`src/rtl/mux_dram_pkg.sv`:
```
package mux_dram_pkg;
  typedef enum logic [2:0] {
    ST_IDLE,
    ST_ROW,
    ST_RAS,
    ST_COL,
    ST_CAS,
    ST_PRE,
    ST_RROW,
    ST_RRAS
  } phase_e;

  function automatic int max_int(input int a, input int b);
    return (a > b) ? a : b;
  endfunction
endpackage

```
`src/rtl/mux_dram_refresh.sv`:
```
module mux_dram_refresh #(
  parameter int ROW_W    = 14,
  parameter int INTERVAL = 975
) (
  input  logic             clk_i,
  input  logic             rst_ni,
  input  logic             start_i,
  input  logic             step_i,
  output logic             pend_o,
  output logic [ROW_W-1:0] row_o
);
  localparam int TW = $clog2(INTERVAL);

  logic [TW-1:0] timer_q;
  logic          wrap;

  assign wrap = (timer_q == TW'(INTERVAL - 1));

  always_ff @(posedge clk_i or negedge rst_ni) begin
    if (!rst_ni) begin
      timer_q <= '0;
      pend_o  <= 1'b0;
      row_o   <= '0;
    end else begin
      timer_q <= wrap ? '0 : timer_q + 1'b1;
      // a new due mark outranks the clear
      if (wrap)         pend_o <= 1'b1;
      else if (start_i) pend_o <= 1'b0;
      if (step_i) row_o <= row_o + 1'b1;
    end
  end
endmodule

```
`src/rtl/mux_dram_seq.sv`:
```
module mux_dram_seq
  import mux_dram_pkg::*;
#(
  parameter int T_ASU     = 1,
  parameter int T_RCD     = 2,
  parameter int T_CSU     = 1,
  parameter int T_CAS     = 2,
  parameter int T_RP      = 3,
  parameter int T_REF_RAS = 3
) (
  input  logic   clk_i,
  input  logic   rst_ni,
  input  logic   req_i,
  input  logic   ref_pend_i,
  output phase_e phase_o,
  output logic   accept_o,
  output logic   ref_start_o,
  output logic   ref_step_o,
  output logic   cas_end_o
);
  localparam int MAX_T = max_int(max_int(max_int(T_ASU, T_RCD), max_int(T_CSU, T_CAS)),
                                 max_int(T_RP, T_REF_RAS));
  localparam int CW = $clog2(MAX_T + 1);

  logic [CW-1:0] cnt_q;
  phase_e        nxt;
  logic          last;

  function automatic logic [CW-1:0] len_m1(input phase_e p);
    case (p)
      ST_ROW, ST_RROW: return CW'(T_ASU - 1);
      ST_RAS:          return CW'(T_RCD - 1);
      ST_COL:          return CW'(T_CSU - 1);
      ST_CAS:          return CW'(T_CAS - 1);
      ST_PRE:          return CW'(T_RP - 1);
      ST_RRAS:         return CW'(T_REF_RAS - 1);
      default:         return '0;
    endcase
  endfunction

  assign last = (cnt_q == '0);

  always_comb begin
    nxt = phase_o;
    case (phase_o)
      ST_IDLE: begin
        if (ref_pend_i) nxt = ST_RROW;
        else if (req_i) nxt = ST_ROW;
      end
      ST_ROW:  if (last) nxt = ST_RAS;
      ST_RAS:  if (last) nxt = ST_COL;
      ST_COL:  if (last) nxt = ST_CAS;
      ST_CAS:  if (last) nxt = ST_PRE;
      ST_PRE:  if (last) nxt = ST_IDLE;
      ST_RROW: if (last) nxt = ST_RRAS;
      ST_RRAS: if (last) nxt = ST_PRE;
      default: nxt = ST_IDLE;
    endcase
  end

  always_ff @(posedge clk_i or negedge rst_ni) begin
    if (!rst_ni) begin
      phase_o <= ST_IDLE;
      cnt_q   <= '0;
    end else begin
      phase_o <= nxt;
      if (nxt != phase_o) cnt_q <= len_m1(nxt);
      else if (!last)     cnt_q <= cnt_q - 1'b1;
    end
  end

  assign accept_o    = (phase_o == ST_IDLE) && !ref_pend_i && req_i;
  assign ref_start_o = (phase_o == ST_IDLE) && ref_pend_i;
  assign ref_step_o  = (phase_o == ST_RRAS) && last;
  assign cas_end_o   = (phase_o == ST_CAS) && last;
endmodule

```
`src/rtl/mux_dram_pins.sv`:
```
module mux_dram_pins
  import mux_dram_pkg::*;
#(
  parameter int ROW_W  = 14,
  parameter int COL_W  = 11,
  parameter int DATA_W = 8,
  parameter int BUS_W  = 14
) (
  input  phase_e            phase_i,
  input  logic [ROW_W-1:0]  row_i,
  input  logic [COL_W-1:0]  col_i,
  input  logic [ROW_W-1:0]  ref_row_i,
  input  logic              wr_i,
  input  logic [DATA_W-1:0] wdata_i,
  output logic [BUS_W-1:0]  addr_o,
  output logic              ras_no,
  output logic              cas_no,
  output logic              we_no,
  output logic              cs_no,
  output logic [DATA_W-1:0] dq_o,
  output logic              dq_oe_o
);
  always_comb begin
    addr_o  = '0;
    ras_no  = 1'b1;
    cas_no  = 1'b1;
    we_no   = 1'b1;
    cs_no   = 1'b1;
    dq_oe_o = 1'b0;
    dq_o    = '0;
    case (phase_i)
      ST_ROW: begin
        addr_o = BUS_W'(row_i);
        cs_no  = 1'b0;
      end
      ST_RAS: begin
        addr_o = BUS_W'(row_i);
        cs_no  = 1'b0;
        ras_no = 1'b0;
      end
      ST_COL: begin
        addr_o = BUS_W'(col_i);
        cs_no  = 1'b0;
        ras_no = 1'b0;
      end
      ST_CAS: begin
        addr_o  = BUS_W'(col_i);
        cs_no   = 1'b0;
        ras_no  = 1'b0;
        cas_no  = 1'b0;
        we_no   = !wr_i;
        dq_oe_o = wr_i;
        dq_o    = wr_i ? wdata_i : '0;
      end
      ST_RROW: begin
        addr_o = BUS_W'(ref_row_i);
        cs_no  = 1'b0;
      end
      ST_RRAS: begin
        addr_o = BUS_W'(ref_row_i);
        cs_no  = 1'b0;
        ras_no = 1'b0;
      end
      default: ;
    endcase
  end
endmodule

```
`src/rtl/mux_dram_ctrl.sv`:
```
module mux_dram_ctrl
  import mux_dram_pkg::*;
#(
  parameter int ROW_W        = 14,
  parameter int COL_W        = 11,
  parameter int DATA_W       = 8,
  parameter int T_ASU        = 1,
  parameter int T_RCD        = 2,
  parameter int T_CSU        = 1,
  parameter int T_CAS        = 2,
  parameter int T_RP         = 3,
  parameter int T_REF_RAS    = 3,
  parameter int REF_INTERVAL = 975
) (
  input  logic                   clk_i,
  input  logic                   rst_ni,
  input  logic                   req_i,
  input  logic                   we_i,
  input  logic [ROW_W+COL_W-1:0] addr_i,
  input  logic [DATA_W-1:0]      wdata_i,
  output logic                   ready_o,
  output logic                   done_o,
  output logic [DATA_W-1:0]      rdata_o,
  output logic [((ROW_W > COL_W) ? ROW_W : COL_W)-1:0] dram_addr_o,
  output logic                   dram_ras_no,
  output logic                   dram_cas_no,
  output logic                   dram_we_no,
  output logic                   dram_cs_no,
  output logic [DATA_W-1:0]      dram_dq_o,
  output logic                   dram_dq_oe_o,
  input  logic [DATA_W-1:0]      dram_dq_i
);
  localparam int BUS_W = (ROW_W > COL_W) ? ROW_W : COL_W;
  localparam int AW    = ROW_W + COL_W;

  phase_e            phase;
  logic              ref_pend, accept, ref_start, ref_step, cas_end;
  logic [AW-1:0]     addr_q;
  logic              wr_q;
  logic [DATA_W-1:0] wdata_q;
  logic [ROW_W-1:0]  ref_row;

  mux_dram_refresh #(
    .ROW_W   (ROW_W),
    .INTERVAL(REF_INTERVAL)
  ) i_refresh (
    .clk_i  (clk_i),
    .rst_ni (rst_ni),
    .start_i(ref_start),
    .step_i (ref_step),
    .pend_o (ref_pend),
    .row_o  (ref_row)
  );

  mux_dram_seq #(
    .T_ASU    (T_ASU),
    .T_RCD    (T_RCD),
    .T_CSU    (T_CSU),
    .T_CAS    (T_CAS),
    .T_RP     (T_RP),
    .T_REF_RAS(T_REF_RAS)
  ) i_seq (
    .clk_i      (clk_i),
    .rst_ni     (rst_ni),
    .req_i      (req_i),
    .ref_pend_i (ref_pend),
    .phase_o    (phase),
    .accept_o   (accept),
    .ref_start_o(ref_start),
    .ref_step_o (ref_step),
    .cas_end_o  (cas_end)
  );

  mux_dram_pins #(
    .ROW_W (ROW_W),
    .COL_W (COL_W),
    .DATA_W(DATA_W),
    .BUS_W (BUS_W)
  ) i_pins (
    .phase_i  (phase),
    .row_i    (addr_q[AW-1:COL_W]),
    .col_i    (addr_q[COL_W-1:0]),
    .ref_row_i(ref_row),
    .wr_i     (wr_q),
    .wdata_i  (wdata_q),
    .addr_o   (dram_addr_o),
    .ras_no   (dram_ras_no),
    .cas_no   (dram_cas_no),
    .we_no    (dram_we_no),
    .cs_no    (dram_cs_no),
    .dq_o     (dram_dq_o),
    .dq_oe_o  (dram_dq_oe_o)
  );

  always_ff @(posedge clk_i or negedge rst_ni) begin
    if (!rst_ni) begin
      addr_q  <= '0;
      wr_q    <= 1'b0;
      wdata_q <= '0;
      rdata_o <= '0;
      done_o  <= 1'b0;
    end else begin
      if (accept) begin
        addr_q  <= addr_i;
        wr_q    <= we_i;
        wdata_q <= wdata_i;
      end
      if (cas_end && !wr_q) rdata_o <= dram_dq_i;
      done_o <= cas_end;
    end
  end

  assign ready_o = (phase == ST_IDLE) && !ref_pend;
endmodule

```
`config.mk`:
```
export PLATFORM = sky130hd
export DESIGN_NAME = mux_dram_ctrl
export DESIGN_NICKNAME = d
export VERILOG_FILES = /design/src/rtl/mux_dram_pkg.sv /design/src/rtl/mux_dram_refresh.sv /design/src/rtl/mux_dram_seq.sv /design/src/rtl/mux_dram_pins.sv /design/src/rtl/mux_dram_ctrl.sv
export SDC_FILE = /design/constraint.sdc
export NUM_CORES = 1
export LEC_CHECK = 0
export ABC_AREA = 0
export BUFFER_PORTS_ARGS = -buffer_cell sky130_fd_sc_hd__buf_2
export CAP_MARGIN = 10
export CORE_MARGIN = 10
export CORE_UTILIZATION = 40
export CTS_CLUSTER_SIZE = 28
export DETAILED_ROUTE_END_ITERATION = 12
export HOLD_SLACK_MARGIN = 0.08
export MAX_ROUTING_LAYER = met4
export SLEW_MARGIN = 0
export SYNTH_ARGS = -nofsm -noshare
export SYNTH_HDL_FRONTEND = slang
export SYNTH_SLANG_ARGS = --single-unit
```
`constraint.sdc`:
```
create_clock -name clk_i -period 1.64 [get_ports clk_i]
set_clock_uncertainty 0.15 [all_clocks]
set_input_delay 0.082 -clock clk_i [delete_from_list [all_inputs] [get_ports clk_i]]
set_output_delay 0.082 -clock clk_i [all_outputs]
set_load 0.1 [all_outputs]
```
== After elaboration in Yosys (flattened, before gate mapping) ==
Cells that the tools add are included.
Word-level totals
  input port bits: 45
  ROM bits: 0
  memories kept: 0
  latch bits: 0
  RAM bits: 0
  output and inout port bits: 37
  word-level logic and storage cells: 69
  register bits after elaboration: 73
Operators by class
  div/mod/pow operators: 0
  add/sub/neg operators: 3
  shift operators: 0
  reductions and logical operators: 19
  magnitude comparators: 0
  eq/ne operators: 14
  multipliers: 0
  muxes and demuxes: 23
  bitwise operators: 0
Operator list (count)
  $pmux W14 S3: 1
  $mux W3: 8
  $eq A3 B3 Y1 const B: 7
  $pmux W3 S7: 1
  $mux W8: 2
  $add A14 B1 Y14 const B: 1
  $reduce_or A2 Y1: 6
  $add A10 B1 Y10 const B: 1
  $eq A10 B10 Y1 const B: 1
  $mux W10: 1
  $eq A3 B2 Y1 const B: 3
  $mux W1: 7
  $logic_and A1 B1 Y1: 6
  $reduce_or A6 Y1: 1
  $mux W2: 2
  $pmux W2 S2: 1
  $reduce_or A4 Y1: 1
  $eq A3 B1 Y1 const B: 1
  $logic_not A3 Y1: 1
  $ne A3 B3 Y1: 1
  $logic_not A1 Y1: 2
  $logic_not A2 Y1: 1
  $ne A2 B2 Y1 const B: 1
  $reduce_bool A2 Y1: 1
  $sub A2 B1 Y2 const B: 1

== Logic depth before layout (Yosys ltp) ==
Gate-level depths: netlist of the first run.
  depth after elaboration: 7
  mapped depth: 8
  gate-level depth less buffers: 6

== Hierarchy ==
From an unflattened synthesis of the first run, not the netlist that was laid out.
Unflattened totals
  cells, all modules: 314
  area total of the unflattened synthesis: 3911.3 µm²
Modules (own cells, without submodules)
  mux_dram_ctrl: area an instance 1786.7 µm², sequential area each 1076.0 µm², times used 1, cells an instance 92
  mux_dram_refresh: area an instance 1122.3 µm², sequential area each 625.6 µm², times used 1, cells an instance 98
  mux_dram_pins: area an instance 640.6 µm², sequential area each 0.0 µm², times used 1, cells an instance 85
  mux_dram_seq: area an instance 361.6 µm², sequential area each 125.1 µm², times used 1, cells an instance 39

== Worst setup path after synthesis of the first run ==
Ideal clock, no wire load.
  path type: reg-to-output
  from: reg i_seq.phase_o[0]
  to: out dram_addr_o[11] in the netlist's numbering
  stages on the path, launching flop included: 5
  arrival: 3.076 ns
  path slack: -1.668 ns
  path buffers: 1
  required time: 1.408 ns
  cells stage by stage: dfrtp_1 > buf_2 > xor2_1 > nand2_1 > o21ai_0
Between the ends
  longest elaborated chain between the ends: 3
  elaborated cells on any way between the ends: 10
  those cells by class: 6 x eq/ne; 1 x mux; 3 x reduce/logical
Ends and longest elaborated chain
  start: declaration: line mux_dram_seq.sv:15  | output phase_e phase_o,
  start signal: assignment: line mux_dram_seq.sv:66  | phase_o <= nxt;
  $eq A3 B3 Y1 (tied with other cells): line mux_dram_pins.sv:31  | case (phase_i)
  $reduce_or A2 Y1 (no line)
  $pmux W14 S3 (*): line mux_dram_pins.sv:31
  end: declaration: line mux_dram_ctrl.sv:24  | output logic [((ROW_W > COL_W) ? ROW_W : COL_W)-1:0] dram_addr_o,
Every way passes the cells marked *; elsewhere a longest branch is shown, timed or not.

== Final worst setup path of the first run ==
  from: reg i_seq.phase_o[0]
  to: out dram_addr_o[5] in the netlist's numbering
The elaborated chain is that of the path after synthesis.

==> results.md, run 1 <==
- Outcome: finished, violations left
- Failing checks: setup timing
- Initial Util: 0.417
- EDFF count, synth: 0
- Overflow after GRT: 0
- CP max-delay cell: dfrtp_2
- Yosys Warn Count: 0
- Via count of the routed design: 3,198
- Max-cap viol count: 0
- CTS buffer count: 9
- Mean Syn Cell Area: 12.0 um2
- Count leader, synth: dfrtp_1
- Post-synth top cells: dfrtp_1 (73), mux2_4 (29), mux2_2 (17)
- Cell Chain, Critical Path: buf_6 -> mux2_4 -> a221oi_2 -> buf_4 -> a21oi_4 -> buf_12
- Share of cells above drive strength 1: 0.599
- WHS: 120 ps
- Reg clk slew, reported paths: 80 ps
- Nets: 544
- All-layer global routing usage: 0.187
- Worst R2R Path Depth: 7
- Gpl congestion: 0.800
- Vias in the first global route: 3,574
- Startpoint types: register
- Final period util: 1.29
- R2R Path End: addr_q[2]
- Sequential share of the synthesized area: 0.495
- WHS Endpoint: wdata_q[1]
- H-tree depth: 3
- Ys async rst share: 1.00
- Synth cell types: 39
- Post-layout min period: 2120 ps
- Antenna violations before repair: 1
- DRT iter0 DRCs: 148
- First-pass GRT wire length: 19,000 um
- Yosys top cell area share: 0.495
- Worst-path maximum fanout: 8
- Port bufs: 81
- Longest Clk Path Bufs: 2
- Die Area: 13,500 um2
- # clock sinks: 73
- Dpl ws: -244 ps
- Hold wc startpoint: req_i
- Worst Hold Depth: 4
- Row count: 34
- I/O pins: 82
- Worst slew pin tran: 743 ps
- # DRC: 0
- Final setup vio count: 88
- R2r setup slk: -330 ps
- Slew Limit Fails: 0
- Largest net degree at the start of global routing: 56
- Die Span X: 116 um
- Synthesized netlist cell count: 307
- TritonRoute pass-1 iters: 4
- Vias per cell: 5.26
- CTS root buffer: clkbuf_8
- Critical Path Max Stage Delay: 430 ps
- Placed Area: 5200 um2
- Area grow syn2layout: 76.3%
- CP arrival: 1890 ps
- Endpoint type of the worst setup path: output port
- CP Data Required Time: 1410 ps
- Final core utilization: 0.736
- Reg-to-reg startpoint: i_seq.phase_o[0]
- Synth Register Bits: 73
- Design area: 6510 um2
- Core Region: 8850 um2
- Post-synth top flop: dfrtp_1
- Hold Crit Class: input port to register
- Routed WL: 11,700 um
- Unrepaired setup endpoints after global routing: yes
- Post-detail-place hpwl: 7230 um
- Synth top area cells: dfrtp_1 (49%), mux2_4 (12%), mux2_2 (5.2%)
- Post-synth top area cell: dfrtp_1
- Number of nets with antenna violations after routing: 0
- Slew headroom: 0.504
- Die Y: 116 um
- Worst setup margin: -482 ps
- Hold Fails Final Rpt: 0
- Clk_lat worst skew: 350 ps
- Syn nets: 356
- TritonCTS clock tree: yes
- Fmax: 0.471 GHz
- Average wire per standard cell: 19.3 um
- Kind of critical path: register to output port
- Mapped Area: 3690 um2
## through the flow
step	instances	TNS, ps
2_1_floorplan	307	-38280
3_3_place_gp	525	-6040
5_1_grt	608	-29470
4_1_cts	601	-22130
6_report	608	-24190
3_5_place_dp	525	-6600
## cell families after synthesis
family	Yosys count	share of synthesized area
AOI/OAI and AO/OA	52	0.0956
muxes	54	0.194
adders and majority gates	4	0.0136
DFF	73	0.495
buffers and inverters	26	0.0366
xor gates and xnor gates	21	0.0498
and+or+nand+nor	77	0.116
## area by class of cell
class,instances,area [um2]
clock buffers,10,138
flip-flops and latches,73,1830
clock inverters,5,56.3
inverters,6,28.8
fillers,557,2340
multi-input cells,209,2310
well taps,108,135
diodes,1,2.50
repair buffers,196,2010
## registers in the layout, summed over array words and instances (netlist names)
signal / flops
wdata_q: 8
rdata_o: 8
i_seq.phase_o: 3
i_seq.cnt_q: 2
wr_q: 1
i_refresh.timer_q: 10
i_refresh.row_o: 14
i_refresh.pend_o: 1
done_o: 1
addr_q: 25
## worst max-delay path, delay by kind of cell, from the launching register on
family | cells | cell delay [ps]
mux | 1 | 300
flops | 1 | 430
compound gates | 2 | 310
buf+inv | 3 | 500
## layout by cell type, fill, tap and decap left out, drive strengths merged, types with 2 or more instances in the layout
cell and count:
a21oi 15, a221oi 11, a22oi 11, and2 10, and3 5, and4 5, buf 153, clkbuf 10
clkinv 3, clkinvlp 2, dfrtp 73, dlygate4sd3 43, ha 4, inv 5, mux2 54, nand2 16
nand3 12, nand4 7, nor2 17, nor3 2, nor4 2, o21ai 7, o31ai 3, xnor2 14
xor2 7
## how the worst max path moves through the flow
stage                           from        endpoint  slack, ps  depth (start not counted)
CTS                 i_seq.phase_o[0]  dram_addr_o[0]       -480                          6
finish              i_seq.phase_o[0]  dram_addr_o[5]       -480                          6
floorplan           i_seq.phase_o[1]       addr_q[0]      -1010                          5
global route        i_seq.phase_o[0]  dram_addr_o[0]       -530                          6
detailed placement  i_seq.phase_o[0]  dram_addr_o[5]       -240                          6
global placement    i_seq.phase_o[0]  dram_addr_o[5]       -180                          6
## layer usage
metal / GRT usage / vias to the layer above / wire length [um]
met2: 0.325 / 63 / 6280
met1: 0.206 / 1622 / 4760
met4: 0.0642 / 0 / 225
met3: 0.0444 / 17 / 459
li1: - / 1496 / -
met5: - / - / 0
## what timing repair did
item | CTS | global route
cloned | 5 | 0
buffers inserted | 14 | 8
setup endpoints to repair | 81 | 86
hold buffers | 43 | 0
endpoints found under the hold margin | 96 | 0
pin swaps | 16 | 13
resized for setup | 60 | 38
Power of run 1 is not shown: default switching activity piles up to over one toggle a cycle in this logic, so the estimate is an artifact.
==> inputs of run 2 (changes only) <==
Settings changed: GPL_ROUTABILITY_DRIVEN set to 0, PLACE_DENSITY_LB_ADDON set to 0.25, REMOVE_ABC_BUFFERS set to 1.
==> run 2 against run 1 <==
  * Utilization fell by 4.1 points
  * Final cell count shrank 3.5%
  * The flow still finishes with violations (setup timing)
  * Critical path depth is 1 higher
  * Fmax is 0.66% higher
  * Die area unchanged
  * Count of clock-buffer cells in the layout up 1
  * Routed wire length down 8.0%
  * Sequential share of layout area up 1.7 points
  * Global-route usage shrank 2.6 points
  * Sequential cell count is the same
  * Via count fell by 4.4%
  * Non-clock buffer count is 20 lower
==> results.md, run 2 (synthesis results as in run 1) <==
- Critical Path Max Stage Delay: 450 ps (+20 ps)
- # clock sinks: 73 (unchanged)
- CTS root buffer: clkbuf_8
- Design area: 6150 um2 (-5.6%)
- Longest Clk Path Bufs: 2 (unchanged)
- Die Span X: 116 um (unchanged)
- TritonRoute pass-1 iters: 4 (unchanged)
- Die Y: 116 um (unchanged)
- Outcome: finished, violations left
- Post-layout min period: 2110 ps (-14.0 ps)
- Register with the most flip-flops: addr_q
- Average wire per standard cell: 18.4 um (-4.8%)
- Most frequent cell on the critical path: buf_4
- H-tree depth: 3 (unchanged)
- Fill count: 599 (+7.5%)
- Initial Util: 0.417 (unchanged)
- Hold Crit Class: input port to asynchronous set/reset pin
- Number of nets with antenna violations after routing: 0 (unchanged)
- Overflow after GRT: 0 (unchanged)
- Kind of critical path: register to register
- Largest net degree at the start of global routing: 39 (-30%)
- Routed WL: 10,800 um (-8.0%)
- DRT iter0 DRCs: 180 (+22%)
- Hold Fails Final Rpt: 0 (unchanged)
- Die Area: 13,500 um2 (unchanged)
- Dpl ws: -164 ps (+79.9 ps)
- Row count: 34 (unchanged)
- Post-detail-place hpwl: 6550 um (-9.5%)
- Ant diodes: 0 (-1)
- Reg clk slew, reported paths: 90 ps (about the same)
- Buffer and inverter count on the worst path: 4 (+1)
- Largest regs: addr_q x25, i_refresh.row_o x14, i_refresh.timer_q x10
- Slew Limit Fails: 0 (unchanged)
- CP arrival: 2200 ps (+310 ps)
- Unrepaired setup endpoints after global routing: yes
- # DRC: 0 (unchanged)
- Clk_lat worst skew: 360 ps (about the same)
- Final period util: 1.29 (-0.00853)
- TritonCTS clock tree: yes
- Via count of the routed design: 3,057 (-4.4%)
- CTS buffer count: 9 (unchanged)
- Commonest non-fill, non-tap cells in the layout: dfrtp_1 (70), buf_2 (52), dlygate4sd3_1 (44)
- First-pass GRT wire length: 16,800 um (-12%)
- Most common cell after layout, fill and taps aside: dfrtp_1
- CP max-delay cell: dfrtp_2
- Antenna violations before repair: 0 (-1)
- Port bufs: 81 (unchanged)
- Worst setup margin: -468 ps (+14.0 ps)
- Worst slew pin tran: 505 ps (-239 ps)
- Worst-path maximum fanout: 7 (-1)
- CP delay by family, top: buffers and inverters
- Failing checks: setup timing
- Core Region: 8850 um2 (unchanged)
- Max-cap viol count: 0 (unchanged)
- Vias per cell: 5.21 (-0.99%)
- All-layer global routing usage: 0.161 (-0.0257)
- I/O pins: 82 (unchanged)
- Sequential Area: 1830 um2 (about the same)
- Slew headroom: 0.666 (+0.162)
- Endpoint type of the worst setup path: register
- CP Data Required Time: 1730 ps (+320 ps)
- Vias in the first global route: 3,236 (-9.5%)
- Share of cells above drive strength 1: 0.518 (-0.0815)
- Final setup vio count: 71 (-19%)
- Startpoint types: register
- Area grow syn2layout: 66.5%
- Largest register FFs: 25 (unchanged)
- Nets: 523 (-3.9%)
- Placed Area: 4870 um2 (-6.4%)
- Area of the multi-input gates: 2060 um2 (-11%)
- Fmax: 0.474 GHz (+0.66%)
- Cell Chain, Critical Path: buf_12 -> buf_4 -> nor4_4 -> buf_4 -> nand2_8 -> clkbuf_16 -> mux2_4
## run 2: worst paths after layout
kind,from,endpoint,slack (ps),cells past startpoint
setup / recovery,i_seq.phase_o[0],addr_q[2],-470,7
hold / removal,rst_ni,rdata_o[4],120,3
setup reg to reg,i_seq.phase_o[0],addr_q[2],-470,7
hold reg to reg,i_refresh.row_o[13],i_refresh.row_o[13],330,1
max in group asynchronous,rst_ni,wdata_q[4],390,3
min in group clk_i,req_i,i_seq.phase_o[0],150,4
## run 2: area by class of cell
type / count / area share
Tap cell: 108 / 0.0220
Inverter: 6 / 0.00448
Clock inverter: 5 / 0.0138
Clock buffer: 11 / 0.0246
Timing Repair Buffer: 176 / 0.302
Multi-Input combinational cell: 208 / 0.335
Sequential cell: 73 / 0.298
## run 2: worst min-delay path: cells and delay by family
| family | cells | cell delay, ps |
|---|---|---|
| buffers and inverters | 3 | 920 |
## run 2: layer usage
layer | vias to the layer above | track usage | part of all wire
met1 | 1517 | 0.196 | 0.42
met5 | - | - | 0
li1 | 1448 | - | -
met3 | 17 | 0.0419 | 0.055
met2 | 75 | 0.255 | 0.50
met4 | 0 | 0.0542 | 0.016
## run 2: timing repair
item                                    4_1_cts  5_1_grt
endpoints found under the hold margin       115        0
pin swaps                                    20       15
hold buffers                                 44        0
cloned                                        4        2
endpoints found under the setup margin       81       79
gates resized for setup                      75       19
setup buffers                                 5        5
## run 2: through the flow
stage	util	cells	hold slack, ps	setup TNS (ps)
after floorplan	-	287	-364	-111150
after global placement	0.550	511	-219	-5510
after detailed placement	0.550	511	-220	-7340
after CTS	0.670	580	105	-23630
after global routing	0.695	587	134	-31070
final	0.695	587	119	-26500
Power of run 2 is left out for the same reason.
